$ cat src/rtl/bcs_pkg.sv
// Package: shared constants, types and functions of the bus recovery sequencer.
// Assumes: the status word layout is fixed by the register logic that decodes it.
package bcs_pkg;

    localparam int unsigned STAT_W       = 12;
    localparam int unsigned STAT_SDA_OVR = 8;
    localparam int unsigned STAT_SCL_OVR = 9;
    localparam int unsigned STAT_SDA_LVL = 10;
    localparam int unsigned STAT_SCL_LVL = 11;

    typedef struct packed {
        logic scl;
        logic sda;
    } ovr_t;

    // Step length in clock cycles, rounded up, never less than one.
    function automatic int unsigned delay_cycles(input longint unsigned clk_hz,
                                                 input longint unsigned step_ns);
        longint unsigned c;
        c = (clk_hz * step_ns + 64'd999_999_999) / 64'd1_000_000_000;
        if (c == 0) c = 1;
        return int'(c);
    endfunction

    // Override levels for a step index: first the pulse train, then the stop build-up.
    function automatic ovr_t step_drive(input int unsigned idx, input int unsigned pulses);
        ovr_t o;
        if (idx < 2 * pulses) begin
            o.scl = idx[0];
            o.sda = 1'b0;
        end else if (idx == 2 * pulses) begin
            o.scl = 1'b1;
            o.sda = 1'b1;
        end else if (idx == 2 * pulses + 1) begin
            o.scl = 1'b0;
            o.sda = 1'b1;
        end else begin
            o.scl = 1'b0;
            o.sda = 1'b0;
        end
        return o;
    endfunction

endpackage

$ cat src/rtl/bcs_step_timer.sv
// Module: step timer. It counts the cycles of one step while run_i is high and
// pulses tick_o in the last cycle of each step.
// Assumes: STEP_CYC >= 1. The count restarts from zero whenever run_i is low.
module bcs_step_timer #(
    parameter int unsigned STEP_CYC = 4
) (
    input  logic clk,
    input  logic rst_n,
    input  logic run_i,
    output logic tick_o
);
    localparam int unsigned CW = (STEP_CYC > 1) ? $clog2(STEP_CYC) : 1;
    localparam logic [CW-1:0] LAST = CW'(STEP_CYC - 1);

    logic [CW-1:0] cnt_q;

    // Purpose: advance the in-step cycle count, wrapping at the step end.
    always_ff @(posedge clk) begin
        if (!rst_n || !run_i) begin
            cnt_q <= '0;
        end else if (cnt_q == LAST) begin
            cnt_q <= '0;
        end else begin
            cnt_q <= cnt_q + 1'b1;
        end
    end

    // Purpose: mark the last cycle of a step.
    always_comb begin
        tick_o = run_i && (cnt_q == LAST);
    end
endmodule

$ cat src/rtl/bcs_step_seq.sv
// Module: step sequencer. It accepts a start while idle, walks the step index
// on each timer tick and raises a one-cycle done at the end.
// Assumes: tick_i comes from a timer that runs only while busy_o is high.
module bcs_step_seq #(
    parameter int unsigned PULSES = 9
) (
    input  logic clk,
    input  logic rst_n,
    input  logic start_i,
    input  logic tick_i,
    output logic busy_o,
    output logic done_o,
    output logic scl_ovr_o,
    output logic sda_ovr_o
);
    import bcs_pkg::*;

    localparam int unsigned STEPS = 2 * PULSES + 3;
    localparam int unsigned SW    = $clog2(STEPS);
    localparam logic [SW-1:0] LAST = SW'(STEPS - 1);

    logic [SW-1:0] step_q;
    logic          busy_q;
    logic          done_q;
    ovr_t          drv;

    // Purpose: start, advance and finish the step walk.
    always_ff @(posedge clk) begin
        if (!rst_n) begin
            busy_q <= 1'b0;
            step_q <= '0;
            done_q <= 1'b0;
        end else begin
            done_q <= 1'b0;
            if (!busy_q) begin
                if (start_i) begin
                    busy_q <= 1'b1;
                    step_q <= '0;
                end
            end else if (tick_i) begin
                if (step_q == LAST) begin
                    busy_q <= 1'b0;
                    step_q <= '0;
                    done_q <= 1'b1;
                end else begin
                    step_q <= step_q + 1'b1;
                end
            end
        end
    end

    // Purpose: decode the override levels from the current step.
    always_comb begin
        drv = step_drive(int'(step_q), PULSES);
        if (!busy_q) drv = '0;
    end

    assign busy_o    = busy_q;
    assign done_o    = done_q;
    assign scl_ovr_o = drv.scl;
    assign sda_ovr_o = drv.sda;
endmodule

$ cat src/rtl/bcs_line_sync.sv
// Module: line level synchroniser. Each sensed line passes through a chain of
// STAGES flops that resets to the idle-high bus level.
// Assumes: STAGES >= 1. The inputs are asynchronous to clk.
module bcs_line_sync #(
    parameter int unsigned STAGES = 2
) (
    input  logic clk,
    input  logic rst_n,
    input  logic scl_i,
    input  logic sda_i,
    output logic scl_o,
    output logic sda_o
);
    generate
        if (STAGES == 1) begin : g_one
            logic scl_q, sda_q;
            // Purpose: single capture stage.
            always_ff @(posedge clk) begin
                if (!rst_n) begin
                    scl_q <= 1'b1;
                    sda_q <= 1'b1;
                end else begin
                    scl_q <= scl_i;
                    sda_q <= sda_i;
                end
            end
            assign scl_o = scl_q;
            assign sda_o = sda_q;
        end else begin : g_chain
            logic [STAGES-1:0] scl_sh, sda_sh;
            // Purpose: shift both line levels through the chain.
            always_ff @(posedge clk) begin
                if (!rst_n) begin
                    scl_sh <= '1;
                    sda_sh <= '1;
                end else begin
                    scl_sh <= {scl_sh[STAGES-2:0], scl_i};
                    sda_sh <= {sda_sh[STAGES-2:0], sda_i};
                end
            end
            assign scl_o = scl_sh[STAGES-1];
            assign sda_o = sda_sh[STAGES-1];
        end
    endgenerate
endmodule

$ cat src/rtl/bus_clear_seq.sv
// Module: top of the bus recovery sequencer. On start it drives the override
// waveform (nine clock pulses, then a stop built from the data override) and
// reports the override state and line levels in a status word.
// Assumes: the override outputs act directly on open-drain pad drivers.
module bus_clear_seq #(
    parameter int unsigned CLK_HZ      = 100_000_000,
    parameter int unsigned STEP_NS     = 5000,
    parameter int unsigned PULSES      = 9,
    parameter int unsigned SYNC_STAGES = 2
) (
    input  logic        clk,
    input  logic        rst_n,
    input  logic        start_i,
    input  logic        scl_lvl_i,
    input  logic        sda_lvl_i,
    output logic        scl_ovr_o,
    output logic        sda_ovr_o,
    output logic        busy_o,
    output logic        done_o,
    output logic [11:0] stat_o
);
    import bcs_pkg::*;

    localparam int unsigned STEP_CYC  = delay_cycles(CLK_HZ, STEP_NS);
    localparam int unsigned TOTAL_CYC = (2 * PULSES + 3) * STEP_CYC;

    logic tick;
    logic scl_s, sda_s;

    bcs_step_timer #(.STEP_CYC(STEP_CYC)) u_timer (
        .clk    (clk),
        .rst_n  (rst_n),
        .run_i  (busy_o),
        .tick_o (tick)
    );

    bcs_step_seq #(.PULSES(PULSES)) u_seq (
        .clk       (clk),
        .rst_n     (rst_n),
        .start_i   (start_i),
        .tick_i    (tick),
        .busy_o    (busy_o),
        .done_o    (done_o),
        .scl_ovr_o (scl_ovr_o),
        .sda_ovr_o (sda_ovr_o)
    );

    bcs_line_sync #(.STAGES(SYNC_STAGES)) u_sync (
        .clk   (clk),
        .rst_n (rst_n),
        .scl_i (scl_lvl_i),
        .sda_i (sda_lvl_i),
        .scl_o (scl_s),
        .sda_o (sda_s)
    );

    // Purpose: pack the status word in the layout the register logic decodes.
    always_comb begin
        stat_o               = '0;
        stat_o[STAT_SDA_OVR] = sda_ovr_o;
        stat_o[STAT_SCL_OVR] = scl_ovr_o;
        stat_o[STAT_SDA_LVL] = sda_s;
        stat_o[STAT_SCL_LVL] = scl_s;
    end
endmodule

$ cat config.mk
export PLATFORM = sky130hd
export DESIGN_NAME = bus_clear_seq
export DESIGN_NICKNAME = d
export VERILOG_FILES = /design/src/rtl/bcs_pkg.sv /design/src/rtl/bcs_step_timer.sv /design/src/rtl/bcs_step_seq.sv /design/src/rtl/bcs_line_sync.sv /design/src/rtl/bus_clear_seq.sv
export SDC_FILE = /design/constraint.sdc
export NUM_CORES = 1
export LEC_CHECK = 0
export ABC_AREA = 1
export BUFFER_PORTS_ARGS = -buffer_cell sky130_fd_sc_hd__clkbuf_2
export CAP_MARGIN = 20
export CORE_AREA = 3 3 44 75
export CTS_CLUSTER_SIZE = 10
export DETAILED_ROUTE_END_ITERATION = 8
export DIE_AREA = 0 0 47 78
export HOLD_SLACK_MARGIN = 0.03
export PLACE_DENSITY = 0.69
export SLEW_MARGIN = 10
export SYNTH_ARGS = -nofsm -noshare
export SYNTH_HDL_FRONTEND = slang
export SYNTH_SLANG_ARGS = --single-unit
$ cat constraint.sdc
create_clock -name clk -period 1 [get_ports clk]
set_input_delay 0.05 -clock clk [delete_from_list [all_inputs] [get_ports clk]]
set_output_delay 0.05 -clock clk [all_outputs]
set_load 0.01 [all_outputs]
==> flow_summary.yaml, run 1 <==
yosys:
  synth.area.top_cells: "dfxtp_1 37%, buf_4 8.3%, nand2_1 6.2%"
  synth-seq-area-share_pct: 36.9
  synthCells: 137
  yosys.area.top_type: "dfxtp_1"
  synth.top_cell.area_share_pct: 36.9
  ys_warn_count: 0
  synth_cell_type_count: 29
  syn-cell-area_um2: 1090
  synth-seq-cells: 20
  avgSynthCellArea_um2: 7.93
global_routing:
  use_met2_pct: 32.8
  use_met3_pct: 2.32
  grt_pass1_vias: 1107
  grt_usage_pct: 17.3
  gr-total-overflow: 0
  grt_max_degree: 13
  grt_pass1_wl_mm: 4.68
  grt-busiest-layer: "met2"
  grt_use_met1_pct: 15.6
  antenna_found_initial: 0
layout:
  multi_input_area_um2: 746
  diodes: 0
  fin_area_um2: 1660
  area_growth_pct: 52.5
  n_fill_cell: 248
  finish.utilization_pct: 60.2
  regArea_um2: 417
  drive_gt1_share_pct: 61.1
  final_nets: 190
worst_setup_path:
  path_max_fanout: 4
  slowest_delay_ns: 0.37
  critPathKind: "reg2out"
  worstPathArrival_ns: 1.33
  worstPathRequired_ns: 0.95
  path_cells: "inv_4 -> buf_6 -> ha_4 -> o21ai_2 -> a211oi_2 -> buf_2"
  crit_path_end_kind: "output port"
  cp-start-kind: "flip-flop"
  crit_slowest_cell: "dfxtp_4"
pwr:
  p_int_w: 0.00129
  p_switching_w: 0.000367
  seqPwrFrac_pct: 49.2
  power.density_nw_per_um2: 999
  switching_share_pct: 22.2
  p_comb_share_pct: 7.7
  leakagePower_nw: 0.676
  irDropWorstVdd_mv: 0.858
  clock_power_share_pct: 43.2
timing:
  rsz0062_at_grt: "true"
  finalHoldViolations: 0
  fmax_mhz: 725
  tns_ns: -4.29
  worst_slack_ns: -0.379
  setup_viol: 20
  fin_crit_sh_pct: 138
  finClkSkew_ns: 0.00187
  holdWs_ns: 0.133
  slew_viol_final: 0
  period_needed_ns: 1.38
floorplanning:
  die_x_um: 47
  io_pins: 21
  core_um2: 2750
  die_area_um2: 3670
  rows: 25
  die_height_um: 78
  start_util_pct: 39.5
status:
  violations: "setup timing"
  status: "finished with violations"
routing:
  viasPerCell: 4.96
  dr.pass1.iters: 2
  drt-wirelength-per-cell_um: 13.2
  wl_mm: 2.73
  drc_errors: 0
  drt_iter0_drc: 15
  drtAntennaViolNets: 0
  num_vias: 1027
clock_network:
  cts_root_buf: "clkbuf_8"
  cts.sinks: 20
  cts_buffer_depth: 2
  cts_buffers: 3
  clock_latency_ns: 0.26
  clk_pin_slew_ns: 0.08
  htreeDepth: 1
  tritoncts: "done"
place:
  io_buffer_count: 12
  placed_area_um2: 1360
  place_ws_ns: -0.196
  gp_congestion: 0.814
  dp_hpwl_mm: 1.97
min_path:
  hold_path_class: "in2reg"
job:
  cap_violations: 0
-- sequential cells by signal (all words and copies together) (netlist names) --
name / count
u_timer.cnt_q: 9
u_seq.step_q: 5
u_sync.g_chain.scl_sh: 2
u_sync.g_chain.sda_sh: 2
u_seq.busy_o: 1
u_seq.done_o: 1
-- cells in the mapped netlist --
master,instances
nor2_4,1
or2_0,1
o2111ai_1,1
buf_4,12
o21ai_1,1
nor3_1,1
inv_2,3
a211oi_1,1
buf_2,2
o21ai_0,3
nor2_1,8
nand2_2,4
nand3_4,1
nand3_2,2
nor3_2,2
nor2_2,4
inv_1,12
clkinv_1,1
nand3_1,8
nand4_1,8
xor2_1,1
a21oi_1,10
nor3b_2,2
conb_1,1
ha_1,4
dfxtp_1,20
or2_2,4
a21oi_2,1
nand2_1,18
-- critical path, delay by kind of cell, from the launching register on --
family	cells	cell delay [ns]
buffers and inverters	3	0.31
adders and majority gates	1	0.14
DFF	1	0.37
AOI/OAI and AO/OA	2	0.25
-- power by group through the flow --
stage | Clock (W) | Sequential (W) | Combinational (W)
after CTS | 0.000739 | 0.000813 | 0.000121
after floorplan | 0 | 0.000835 | 0.0000893
after global placement | 0 | 0.000833 | 0.0000992
after detailed placement | 0 | 0.000835 | 0.000101
final | 0.000714 | 0.000814 | 0.000127
after global routing | 0.000759 | 0.000815 | 0.000140
-- final cells by class --
type | instances | area share [%]
Tap cell | 27 | 2.04
Sequential cell | 20 | 25.2
Clock buffer | 4 | 4.00
Multi-Input combinational cell | 95 | 45.0
Timing Repair Buffer | 45 | 20.0
Inverter | 16 | 3.78
-- per-layer routing --
metal	wire, µm	up-vias
met5	0	-
met3	40	7
met4	79	0
met2	1720	12
met1	897	491
li1	-	517
-- cells in the final DEF, fill, tap and decap left out, drive strengths merged --
master and instances:
nand2 22, o2111ai 1, nor2 13, ha 4
conb 8, xor2 1, a21oi 11, a211oi 1
buf 33, dfxtp 20, clkinv 1, inv 15
o21ai 4, nand3 12, clkbuf 14, or2 5
dlygate4sd3 2, nand4 8, nor3 3, nor3b 2
-- through the flow --
| step | std cells | power, W |
|---|---|---|
| global route | 207 | 0.00171 |
| floorplan | 144 | 0.000925 |
| finish | 207 | 0.00165 |
| CTS | 204 | 0.00167 |
| detailed placement | 194 | 0.000936 |
| global placement | 194 | 0.000933 |
-- logic make-up after synthesis --
| logic type | count (synthesis) | share of synthesized area, % |
|---|---|---|
| and+or+nand+nor | 64 | 33.9 |
| buffers and inverters | 30 | 14.7 |
| DFF | 20 | 36.9 |
| AOI/OAI and AO/OA | 17 | 8.76 |
| adders and majority gates | 4 | 4.61 |
| xor gates and xnor gates | 1 | 0.807 |
| other | 1 | 0.345 |
-- repair_timing --
item / 4_1_cts / 5_1_grt
gates cloned: 1 / 0
endpoints found under the setup margin: 20 / 20
hold buffers: 2 / 0
endpoints found under the hold margin: 2 / 0
resized for setup: 27 / 15
setup buffers: 3 / 3
pin swaps: 13 / 16
-- worst paths after layout --
path / startpoint / endpoint / slack (ns) / cells past startpoint
worst max register to register: u_seq.step_q[0] / u_seq.step_q[2] / -0.33 / 8
worst min-delay path: rst_n / u_seq.step_q[2] / 0.13 / 3
worst min register to register: u_sync.g_chain.scl_sh[0] / u_sync.g_chain.scl_sh[1] / 0.42 / 1
worst max-delay path: u_seq.step_q[0] / stat_o[9] / -0.38 / 6
(Power assumes the default switching activity.)
==> inputs of run 2 (changes only) <==
--- a/config.mk
+++ b/config.mk
@@ -5,15 +5,14 @@
 export SDC_FILE = /design/constraint.sdc
 export NUM_CORES = 1
 export LEC_CHECK = 0
-export ABC_AREA = 1
 export BUFFER_PORTS_ARGS = -buffer_cell sky130_fd_sc_hd__clkbuf_2
 export CAP_MARGIN = 20
-export CORE_AREA = 3 3 44 75
+export CORE_AREA = 3 3 41 71
 export CTS_CLUSTER_SIZE = 10
 export DETAILED_ROUTE_END_ITERATION = 8
-export DIE_AREA = 0 0 47 78
+export DIE_AREA = 0 0 44 74
 export HOLD_SLACK_MARGIN = 0.03
-export PLACE_DENSITY = 0.69
+export PLACE_DENSITY = 0.71
 export SLEW_MARGIN = 10
 export SYNTH_ARGS = -nofsm -noshare
 export SYNTH_HDL_FRONTEND = slang
==> run 2 against run 1 <==
Net effect: the flow still finishes with violations (setup timing); setup slack worse by 0.14 ns; critical path depth did not move; final cell count shrank 14%; maximum frequency down 9.3%.
==> flow_summary.yaml, run 2 <==
worst_setup_path:
  path_max_fanout: 4
  critPathKind: "reg2reg"
  worstPathArrival_ns: 1.73
  worstPathRequired_ns: 1.21
  cp-start-kind: "flip-flop"
  crit_path_end_kind: "flip-flop"
pwr:
  power.density_nw_per_um2: 999
  seqPwrFrac_pct: 52.3
  switching_share_pct: 21.5
  p_int_w: 0.00122
  p_switching_w: 0.000336
  p_comb_share_pct: 8.7
  leakagePower_nw: 0.662
  clock_power_share_pct: 39.0
  irDropWorstVdd_mv: 0.489
place:
  gp_congestion: 0.873
  place.detailed.instances: 163
  io_buffer_count: 12
  dp_hpwl_mm: 1.67
timing:
  setup_viol: 20
  holdWs_ns: 0.139
  worst_slack_ns: -0.520
  slew_viol_final: 0
  finalHoldViolations: 0
  fmax_mhz: 658
  rsz0062_at_grt: "true"
  fin_crit_sh_pct: 152
  tns_ns: -6.90
  period_needed_ns: 1.52
  finClkSkew_ns: 0.00238
yosys:
  synth_cell_type_count: 29
  synth-seq-cells: 20
  synth_common_cells: "20 x dfxtp_1, 12 x buf_4, 10 x nor2_1"
  avgSynthCellArea_um2: 9.20
  synthCells: 104
  synth.area.top_cells: "dfxtp_1 42%, buf_4 9.4%, xor2_1 5.5%"
  synth_most_common_cell: "dfxtp_1"
  synth-seq-area-share_pct: 41.8
  synthArstFlopShare_pct: 0
  yosys.area.top_type: "dfxtp_1"
  synth.top_cell.area_share_pct: 41.8
  ys_warn_count: 0
  ys.flop_type: "dfxtp_1"
  synth_edf_count: 0
  syn-cell-area_um2: 957
clock_network:
  tritoncts: "done"
  cts_buffers: 3
  cts_buffer_depth: 2
  cts_root_buf: "clkbuf_8"
  clock_latency_ns: 0.26
  htreeDepth: 1
  clk_pin_slew_ns: 0.07
  cts.sinks: 20
global_routing:
  grt_max_degree: 12
  grt_pass1_wl_mm: 3.97
  gr-total-overflow: 0
  grt_pass1_vias: 874
  antenna_found_initial: 0
  grt_usage_pct: 16.7
layout:
  drive_gt1_share_pct: 58.8
  top_register: "u_timer.cnt_q"
  reg_top3: "u_timer.cnt_q (9), u_seq.step_q (5)"
  layout_common_cells: "28 x buf_4, 10 x dfxtp_1, 9 x clkbuf_2, 9 x dfxtp_2"
  final_nets: 163
  layout.cells.most_common: "buf_4"
  area_growth_pct: 63.0
  largest_reg_flops: 9
  instances_no_fill: 179
  diodes: 0
routing:
  wl_mm: 2.67
  num_vias: 913
  drtAntennaViolNets: 0
  drt-wirelength-per-cell_um: 14.9
  drt_iter0_drc: 21
  drc_errors: 0
  viasPerCell: 5.10
  dr.pass1.iters: 4
floorplanning:
  core_um2: 2460
  rows: 24
  die_area_um2: 3260
  die_x_um: 44
  start_util_pct: 38.9
  io_pins: 21
  die_height_um: 74
job:
  cap_violations: 0
status:
  status: "finished with violations"
  violations: "setup timing"
min_path:
  hold_path_class: "in2reg"
==> run 2: changes by cell type in the layout (fill, tap and decap cells not counted), sizes merged, moves of 5 or more <==
cell / before / now
a21oi: 11 / 5
buf: 33 / 38
inv: 15 / 5
nand2: 22 / 5
nand3: 12 / 5
nand4: 8 / 3
or2: 5 / 0
xor2: 1 / 6
==> run 2: path summary, 6_finish.rpt <==
kind,depth (start not counted),start,endpoint,slack (ns)
max,6,u_seq.step_q[1],u_seq.step_q[2],-0.52
min,3,rst_n,u_sync.g_chain.scl_sh[1],0.14
min reg2reg,1,u_sync.g_chain.scl_sh[0],u_sync.g_chain.scl_sh[1],0.41
max reg2reg,6,u_seq.step_q[1],u_seq.step_q[2],-0.52
==> run 2: metal layers <==
metal	GRT usage (%)	wire [µm]
met1	15.8	917
met2	32.1	1570
met3	1.69	79
met4	10.7	108
met5	0	0
==> run 2: cells by family (layout without fill, tap and decap cells) <==
kind of cell	after synthesis	count (layout)	share of synthesized area, %
simple gates	38	38	23.0
flops	20	20	41.8
compound gates	17	18	11.8
buf+inv	17	58	11.4
xor+xnor	7	7	6.41
fa+ha+maj	4	4	5.23
other cells	1	8	0.392
==> run 2: stage by stage <==
stage | setup slack (ns) | instance area, µm² | utilization (%) | power, W
2_1_floorplan | -0.517 | 1080 | - | 0.000909
3_3_place_gp | -0.482 | 1270 | 51.7 | 0.000937
3_5_place_dp | -0.516 | 1270 | 51.7 | 0.000940
4_1_cts | -0.509 | 1440 | 58.6 | 0.00157
5_1_grt | -0.568 | 1560 | 63.4 | 0.00162
6_report | -0.520 | 1560 | 63.4 | 0.00156
==> run 2: power by group through the flow <==
stage | logic (W) | registers [W] | clock network [W]
after floorplan | 0.0000747 | 0.000834 | 0
after global placement | 0.000105 | 0.000832 | 0
after detailed placement | 0.000107 | 0.000833 | 0
after CTS | 0.000129 | 0.000815 | 0.000629
after global routing | 0.000147 | 0.000816 | 0.000654
final | 0.000135 | 0.000815 | 0.000608
==> run 2: area by class of cell <==
cell class                 instances  area [µm²]
tap                               26        32.5
inverter                           5        18.8
sequential                        20         415
fill                             185         902
timing repair buffer              49         369
multi-input combinational         75         669
clock buffer                       4        55.1
==> run 2: critical path, cell delays in order, from the launching register on <==
cell and delay [ns]:
dfxtp_4 0.36, inv_2 0.03, ha_2 0.15, and4b_1 0.19, or4_4 0.46, nor3b_2 0.17
a211o_1 0.11
==> run 2: what timing repair did <==
item                                   4_1_cts  5_1_grt
setup buffers                                3        8
resized for setup                           14       19
endpoints found under the hold margin        2        0
hold buffers                                 2        0
setup endpoints to repair                   20       20
pin swaps                                   11       11
cloned                                       1        0
==> inputs of run 3 (changes only) <==
--- a/config.mk
+++ b/config.mk
@@ -8,11 +8,13 @@
 export BUFFER_PORTS_ARGS = -buffer_cell sky130_fd_sc_hd__clkbuf_2
 export CAP_MARGIN = 20
 export CORE_AREA = 3 3 41 71
+export CTS_CLUSTER_DIAMETER = 100
 export CTS_CLUSTER_SIZE = 10
 export DETAILED_ROUTE_END_ITERATION = 8
 export DIE_AREA = 0 0 44 74
 export HOLD_SLACK_MARGIN = 0.03
 export PLACE_DENSITY = 0.71
+export SETUP_SLACK_MARGIN = 0.5
 export SLEW_MARGIN = 10
 export SYNTH_ARGS = -nofsm -noshare
 export SYNTH_HDL_FRONTEND = slang
==> run 3 against run 2 <==
Net effect: the run ends with hold timing, setup timing left; final cell count grew 2.2%; wire length grew 8.6%; critical path depth is the same; critical path type unchanged; largest power group unchanged.
==> flow_summary.yaml, run 3 (same netlist as run 2, synthesis figures left out) <==
status:
  status: "finished with violations"
  violations: "hold timing, setup timing"
global_routing:
  antenna_found_initial: 0
  grt_pass1_vias: 917
  grt_max_degree: 12
  gr-total-overflow: 0
  grt_usage_pct: 17.2
  grt_pass1_wl_mm: 4.23
routing:
  drtAntennaViolNets: 0
  dr.pass1.iters: 4
  viasPerCell: 5.20
  drt-wirelength-per-cell_um: 15.9
  num_vias: 951
  drc_errors: 0
  drt_iter0_drc: 29
  wl_mm: 2.90
timing:
  tns_ns: -7.82
  worst_slack_ns: -0.611
  fmax_mhz: 621
  finClkSkew_ns: 0.000922
  slew_viol_final: 0
  period_needed_ns: 1.61
  rsz0062_at_grt: "true"
  fin_crit_sh_pct: 161
  setup_viol: 20
  holdWs_ns: -0.0263
  finalHoldViolations: 2
floorplanning:
  core_um2: 2460
  die_area_um2: 3260
  io_pins: 21
  rows: 24
  die_x_um: 44
  die_height_um: 74
  start_util_pct: 38.9
pwr:
  leakagePower_nw: 0.710
  irDropWorstVdd_mv: 0.721
  power.density_nw_per_um2: 911
worst_setup_path:
  worstPathArrival_ns: 1.81
  crit_slowest_cell: "or4_4"
  slowest_delay_ns: 0.46
  worstPathRequired_ns: 1.20
  crit_path_end_kind: "flip-flop"
  r2r_setup_slack_ns: -0.61
  path_cells: "inv_2 -> ha_4 -> and4b_1 -> or4_4 -> nor3b_2 -> a211o_1"
  critPathKind: "reg2reg"
  cp-start-kind: "flip-flop"
  path_max_fanout: 4
layout:
  layout_common_cells: "29 x buf_4, 15 x buf_6, 10 x dfxtp_2, 9 x dfxtp_1, 8 x conb_1"
  drive_gt1_share_pct: 61.8
  final_nets: 167
  diodes: 0
  reg_top3: "u_timer.cnt_q (9), u_seq.step_q (5)"
  largest_reg_flops: 9
  top_register: "u_timer.cnt_q"
  area_growth_pct: 73.5
  layout.cells.most_common: "buf_4"
  fin_area_um2: 1660
place:
  gp_congestion: 0.883
  place_ws_ns: -0.515
  placed_area_um2: 1270
  dp_hpwl_mm: 1.75
  io_buffer_count: 12
clock_network:
  cts.sinks: 20
  cts_buffer_depth: 2
  clock_latency_ns: 0.26
  tritoncts: "done"
  cts_root_buf: "clkbuf_8"
  htreeDepth: 1
  clk_pin_slew_ns: 0.07
  cts_buffers: 3
min_path:
  hold_path_class: "in2reg"
job:
  cap_violations: 0
## run 3: final cells by class
type | count | area [µm²]
Fill cell | 165 | 802
Tap cell | 26 | 32.5
Sequential cell | 20 | 417
Inverter | 5 | 18.8
Multi-Input combinational cell | 75 | 716
Clock buffer | 4 | 45.0
Timing Repair Buffer | 53 | 432
## run 3: final timing paths
kind | from | endpoint | depth (start not counted)
hold / removal | scl_lvl_i | u_sync.g_chain.scl_sh[0] | 2
setup reg to reg | u_seq.step_q[1] | u_seq.step_q[2] | 6
hold reg to reg | u_sync.g_chain.scl_sh[0] | u_sync.g_chain.scl_sh[1] | 1
setup / recovery | u_seq.step_q[1] | u_seq.step_q[2] | 6
## run 3: critical path: cells and delay by family, from the launching register on
kind / cells / cell delay [ns]
simple gates: 3 / 0.87
compound gates: 1 / 0.14
buf+inv: 1 / 0.04
flops: 1 / 0.36
fa+ha+maj: 1 / 0.14
## run 3: power by group
group | leakage (nW) | switching, W | internal (W)
Sequential | 0.167 | 0.00000844 | 0.000808
Combinational | 0.520 | 0.0000770 | 0.0000702
Clock | 0.0228 | 0.000266 | 0.000284
## run 3: timing repair
action / CTS / global route
gates resized for setup: 26 / 23
hold endpoints to repair: 2 / 2
pin swaps: 10 / 10
setup endpoints to repair: 26 / 26
gates cloned: 1 / 0
setup buffers: 8 / 8
## run 3: metal layers
layer	vias to the layer above	GRT usage (%)	wire length, µm
li1	448	-	-
met2	33	30.0	1600
met4	0	11.7	166
met5	-	0	0
met3	17	2.18	76
met1	453	18.7	1050
## run 3: per-stage QoR
stage | instances | total power [W] | hold WS [ns] | util, %
after floorplan | 111 | 0.000909 | 0.123 | -
after global placement | 162 | 0.000933 | 0.235 | 51.4
after detailed placement | 162 | 0.000935 | 0.239 | 51.4
after CTS | 175 | 0.00148 | -0.0282 | 61.4
after global routing | 183 | 0.00155 | -0.0231 | 67.4
final | 183 | 0.00151 | -0.0263 | 67.4
